$ cat src/rtl/qio_xip_reader.sv
module qio_xip_reader #(
  parameter int AW      = 8,
  parameter int DUMMY   = 4,
  parameter logic [7:0] OP_READ = 8'hEB,
  parameter logic [7:0] OP_EXIT = 8'hFF
) (
  input  logic          rst_n,
  input  logic          sck,
  input  logic          cs_n,
  input  logic [3:0]    io_in,
  output logic [3:0]    io_out,
  output logic [3:0]    io_oe,
  output logic [AW-1:0] mem_addr,
  input  logic [7:0]    mem_rdata
);
  localparam int CW = $clog2(DUMMY + 9);
  localparam logic [CW-1:0] DLAST = CW'((DUMMY > 0) ? DUMMY - 1 : 0);

  typedef enum logic [2:0] {S_START, S_OPC, S_ADDR, S_MODE, S_DUM, S_DATA, S_IGN} st_t;

  st_t           state;
  logic [CW-1:0] cnt;
  logic [7:0]    op;
  logic [23:0]   addr;
  logic [3:0]    mode_hi;
  logic          skip, lo, cont_q;

  wire       clr    = cs_n | ~rst_n;
  wire [7:0] op_nx  = {op[6:0], io_in[0]};
  wire       ff_hdr = skip && (state == S_ADDR) && (cnt == CW'(1)) && ({addr[3:0], io_in} == 8'hFF);

  assign mem_addr = addr[AW-1:0];

  always_ff @(posedge sck or posedge clr) begin
    if (clr) begin
      state   <= S_START;
      cnt     <= '0;
      op      <= '0;
      addr    <= '0;
      mode_hi <= '0;
      skip    <= 1'b0;
      lo      <= 1'b0;
    end else begin
      case (state)
        S_START: begin
          cnt <= CW'(1);
          if (cont_q) begin
            addr  <= {20'd0, io_in};
            skip  <= 1'b1;
            state <= S_ADDR;
          end else begin
            op    <= {7'd0, io_in[0]};
            state <= S_OPC;
          end
        end
        S_OPC: begin
          op  <= op_nx;
          cnt <= cnt + 1'b1;
          if (cnt == CW'(7)) begin
            cnt   <= '0;
            state <= (op_nx == OP_READ) ? S_ADDR : S_IGN;
          end
        end
        S_ADDR: begin
          addr <= {addr[19:0], io_in};
          cnt  <= cnt + 1'b1;
          if (ff_hdr) state <= S_IGN;
          else if (cnt == CW'(5)) begin
            cnt   <= '0;
            state <= S_MODE;
          end
        end
        S_MODE: begin
          cnt <= cnt + 1'b1;
          if (cnt == '0) mode_hi <= io_in;
          else begin
            cnt   <= '0;
            state <= (DUMMY == 0) ? S_DATA : S_DUM;
          end
        end
        S_DUM: begin
          cnt <= cnt + 1'b1;
          if (cnt == DLAST) state <= S_DATA;
        end
        S_DATA: begin
          lo <= ~lo;
          if (lo) addr <= addr + 24'd1;
        end
        default: state <= S_IGN;
      endcase
    end
  end

  always_ff @(posedge sck or negedge rst_n) begin
    if (!rst_n) cont_q <= 1'b0;
    else if (!cs_n) begin
      if (state == S_MODE && cnt == CW'(1)) cont_q <= (mode_hi == 4'hA);
      else if (state == S_OPC && cnt == CW'(7) && op_nx == OP_EXIT) cont_q <= 1'b0;
      else if (ff_hdr) cont_q <= 1'b0;
    end
  end

  always_ff @(negedge sck or posedge clr) begin
    if (clr) begin
      io_out <= '0;
      io_oe  <= '0;
    end else if (state == S_DATA) begin
      io_out <= lo ? mem_rdata[3:0] : mem_rdata[7:4];
      io_oe  <= 4'hF;
    end else begin
      io_out <= '0;
      io_oe  <= '0;
    end
  end

  assert_dummy_quiet_R5: assert property (@(posedge sck) disable iff (!rst_n || cs_n)
    (state == S_DUM) |-> (io_oe == 4'h0));

  assert_addr_step_R6: assert property (@(posedge sck) disable iff (!rst_n || cs_n)
    (state == S_DATA && lo) |=> (addr == $past(addr) + 24'd1));

  assert_abort_release_R8: assert property (@(negedge sck) disable iff (!rst_n)
    cs_n |-> (io_oe == 4'h0));

  assert_skip_opcode_R3: assert property (@(posedge sck) disable iff (!rst_n || cs_n)
    (state == S_START && cont_q) |=> (state == S_ADDR));

  always_comb begin
    assert_oe_whole_R5: assert (io_oe == 4'h0 || io_oe == 4'hF);
  end
endmodule

$ cat config.mk
export PLATFORM = sky130hd
export DESIGN_NAME = qio_xip_reader
export DESIGN_NICKNAME = d
export VERILOG_FILES = /design/src/rtl/qio_xip_reader.sv
export SDC_FILE = /design/constraint.sdc
export NUM_CORES = 1
export LEC_CHECK = 0
export BUFFER_PORTS_ARGS = -buffer_cell sky130_fd_sc_hd__buf_4
export CAP_MARGIN = 20
export CELL_PAD_IN_SITES_DETAIL_PLACEMENT = 1
export CELL_PAD_IN_SITES_GLOBAL_PLACEMENT = 2
export CORE_AREA = 3 3 82 84
export CTS_BUF_LIST = sky130_fd_sc_hd__clkbuf_2 sky130_fd_sc_hd__clkbuf_4 sky130_fd_sc_hd__clkbuf_8
export CTS_CLUSTER_DIAMETER = 50
export DETAILED_ROUTE_END_ITERATION = 8
export DIE_AREA = 0 0 85 87
export GPL_ROUTABILITY_DRIVEN = 0
export PLACE_DENSITY = 0.76
export SKIP_LAST_GASP = 1
export SLEW_MARGIN = 20
export SYNTH_ARGS = -nofsm -noshare
export SYNTH_HDL_FRONTEND = slang
export SYNTH_SLANG_ARGS = --single-unit
$ cat constraint.sdc
create_clock -name sck -period 2.1 [get_ports sck]
set_clock_uncertainty 0.15 [all_clocks]
set_input_delay 0.105 -clock sck [delete_from_list [all_inputs] [get_ports sck]]
set_output_delay 0.105 -clock sck [all_outputs]
set_load 0.05 [all_outputs]
# Word level (Yosys, flattened, before mapping)
# Cells that the tools add are included.
# totals
reg_bits	53
out_inout_bits	16
in_bits	15
# op_classes
n_bitwise	5
n_mux	24
reduce_logical	18
eq_ne	20
n_addsub	2
# ops
cell	n
one-hot mux 24 bit (3 select lines)	1
2-to-1 mux 24 bit	2
2-to-1 mux 4 bit	7
adder 24 x 1 -> 24 bit, second input constant	1
equality test 8 bit, second input constant	3
one-hot mux 4 bit (5 select lines)	1
2-to-1 mux 3 bit	6
one-hot mux 3 bit (6 select lines)	1
one-hot mux 7 bit (2 select lines)	1
inequality test 2 bit, second input constant	6
equality test 4 x 3 -> 1 bit, second input constant	2
AND reduction 2 bit	4
2-to-1 mux 7 bit	1
equality test 3 x 2 -> 1 bit, second input constant	2
equality test 3 bit, second input constant	2
logical AND 1 bit	6
nonzero test 3 bit	2
AND reduction 5 bit	1
nonzero test 5 bit	1
adder 4 x 1 -> 4 bit, second input constant	1
equality test 4 x 1 -> 1 bit, second input constant	1
equality test 4 x 2 -> 1 bit, second input constant	1
equality test 4 bit, second input constant	1
logical NOT 4 bit	1
9 further kinds	14

# Logic depth before layout (Yosys ltp)
# depth
depth_word	7
mapped_depth	6
mapped_depth_nobuf	6

==> flow_summary.json <==
{
  "fin_nets": 258,
  "wirelength_mm": 5.36,
  "slew-limit-headroom": 0.657,
  "cp_cell_sequence": "buf_4",
  "timing.setup.tns_ps": -1000,
  "core_area_sq_um": 5990,
  "endpoint_kind": "primary output",
  "syn_area_sq_um": 1990,
  "yosysSeqAreaShare": 0.428,
  "drt_iter0_markers": 83,
  "ir_drop_v": 0.000319,
  "place_inst": 300,
  "synth.net_count": 222,
  "finalPower_w": 0.00154,
  "clk_pin_slew_ps": 70,
  "die_h_um": 87,
  "startpoint_type": "flop",
  "syn_to_final_growth_pct": 23.1,
  "overflow": 0,
  "antenna_cells": 0,
  "crit_slowest_cell": "dfrtn_1",
  "gr-usage-all-layers": 0.152,
  "synth_cells": 203,
  "arrival_ps": 2020,
  "synthArstFlopShare": 1.00,
  "p_clk_frac": 0.319,
  "cp.depth": 1,
  "cts_max_path_buffers": 2,
  "critical_path.top_delay_family": "flip-flops",
  "place_ws_ps": -21.0,
  "setup_ws_ps": -173,
  "rrSetupSlack_ps": -30,
  "initial_utilization": 0.332,
  "path_buf_inv": 1,
  "final.fill_count": 689,
  "htreeDepth": 2,
  "powerDensity_nw_per_um2": 630,
  "finalHoldViolCount": 0,
  "r2r_start": "lo",
  "cts_buffers": 5,
  "synth-edff-count": 0,
  "num_vias": 1689,
  "grt_pass1_wl_mm": 8.89,
  "setup_viol": 11,
  "die_x_um": 85,
  "fin_util": 0.409,
  "grt_max_degree": 26,
  "comb_power_share": 0.210,
  "clock-sinks": 34,
  "p_leak_nw": 1.12,
  "dr.pass1.iters": 4,
  "drive_above_1_share": 0.238,
  "outcome": "finished, violations left",
  "min_path_type": "input port to async pin",
  "dieArea_sq_um": 7400,
  "required_ps": 1850,
  "switchingPower_w": 0.000489,
  "worstSetupPathType": "flop to primary output",
  "antenna_found_initial": 0,
  "post_cts.repair.setup_buffers": 0,
  "rows": 28,
  "io_pins": 31,
  "grt_pass1_vias": 1794,
  "port_buffers": 30,
  "cp_max_fo": 4,
  "cts_tree": "done",
  "cpPeakStageDelay_ps": 450,
  "ff2ff_path_depth": 2,
  "finalMaxSlewViolations": 0,
  "rsz0062_at_grt": "yes",
  "fin_cells": 315,
  "vias_per_cell": 5.36,
  "wire_per_inst_um": 17.0,
  "ys.flop_type": "dfrtp_1",
  "worstReg2RegEnd": "io_out[0]",
  "root_buffer": "clkbuf_8",
  "ys_ff_latch": 34,
  "internal_power_w": 0.00105,
  "swShare": 0.317,
  "worstMarginPinSlew_ps": 511,
  "dp_hpwl_mm": 3.86,
  "antenna_left": 0,
  "yosys_warnings": 0,
  "synth_cell_types": 59,
  "seq_power_share": 0.471,
  "drv_cap": 0,
  "drc": 0,
  "clock_latency_ps": 290,
  "violations": "negative setup slack",
  "synth.avg_cell_area_sq_um": 9.80
}
[how the worst max path moves through the flow]
stage	slack [ps]	from	endpoint
floorplan	-180	io_oe[2]	io_oe[1]
global placement	20	lo	io_out[1]
detailed placement	-20	lo	io_out[0]
CTS	-180	io_oe[2]	io_oe[3]
global route	-200	io_oe[2]	io_oe[0]
finish	-170	io_oe[2]	io_oe[3]
[state kept, by name (all words and copies together) (netlist names)]
name / count
mode_hi: 4
cont_q: 1
op: 7
cnt: 4
io_out: 4
state: 3
lo: 1
addr: 8
io_oe: 1
skip: 1
[routing by layer]
layer	routed length [um]	part of all wire	GRT usage
met1	2630	0.49	0.207
met2	2540	0.47	0.243
met3	124	0.023	0.0322
met4	67	0.012	0.0475
met5	0	0	0
[placed cells by master, fill, tap and decap left out, drive strengths merged, types with 3 or more instances in the layout]
| cell type | instances |
|---|---|
| buf | 36 |
| dfrtp | 29 |
| nand2 | 22 |
| nor2 | 16 |
| o21ai | 13 |
| inv | 9 |
| dlygate4sd3 | 7 |
| a22o | 6 |
| and3 | 6 |
| clkbuf | 6 |
| a21oi | 5 |
| dfrtn | 5 |
| nand2b | 4 |
| nand3 | 4 |
| and4 | 4 |
| nand4 | 4 |
| mux2i | 4 |
| ha | 4 |
| nor2b | 4 |
| a31oi | 3 |
| a22oi | 3 |
| nand3b | 3 |
[logic make-up after synthesis]
group / share of synthesized area
mux: 0.0314
compound gates: 0.198
xor+xnor: 0.00881
simple gates: 0.245
fa+ha+maj: 0.0252
flops: 0.428
buf+inv: 0.0635
[area by class of cell]
cell class / instances / area (sq um) / area share
tap: 75 / 93.8 / 0.0383
sequential: 34 / 851 / 0.347
timing repair buffer: 43 / 355 / 0.145
multi-input combinational: 146 / 1030 / 0.420
inverter: 9 / 33.8 / 0.0138
clock inverter: 2 / 10.0 / 0.00409
clock buffer: 6 / 76.3 / 0.0312
[synth_stat cells, types with 2 or more instances]
cell        n  area [sq um]
a21oi_1     5          25.0
a22o_1      6          52.6
a22oi_1     3          22.5
a31oi_1     3          18.8
and2_1      2          12.5
and3_1      6          37.5
and4_1      4          35.0
and4b_1     2          20.0
buf_2       5          25.0
buf_4       3          22.5
buf_6       3          33.8
clkbuf_1    3          11.3
dfrtn_1     5           125
dfrtp_1    29           726
ha_1        4          50.1
inv_1       9          33.8
mux2_2      2          22.5
mux2i_1     4          40.0
nand2_1    22          82.6
nand2b_1    4          25.0
nand3_1     4          20.0
nand3b_2    2          22.5
nand4_1     4          25.0
nor2_1     16          60.1
nor2b_1     4          25.0
o21a_1      2          15.0
o21ai_0     9          45.0
o21ai_1     4          20.0
o2bb2ai_1   2          17.5
o31ai_1     2          15.0
or3_1       2          12.5
[what timing repair did]
item,4_1_cts,5_1_grt
endpoints found under the hold margin,14,0
resized for setup,4,0
hold buffers,7,0
setup endpoints to repair,12,12
[power groups by stage]
| stage | Clock (W) | Combinational [W] | Sequential, W |
|---|---|---|---|
| detailed placement | 0 | 0.000316 | 0.000740 |
| floorplan | 0 | 0.000200 | 0.000757 |
| finish | 0.000492 | 0.000324 | 0.000727 |
| global route | 0.000535 | 0.000361 | 0.000733 |
| CTS | 0.000510 | 0.000327 | 0.000727 |
| global placement | 0 | 0.000310 | 0.000738 |
[per-stage QoR]
step	hold slack, ps	instance area [sq um]
floorplan	-341	2030
finish	208	2450
detailed placement	-264	2280
global placement	-264	2280
CTS	203	2450
global route	227	2450
No activity file was read; power rests on OpenSTA's default activity.
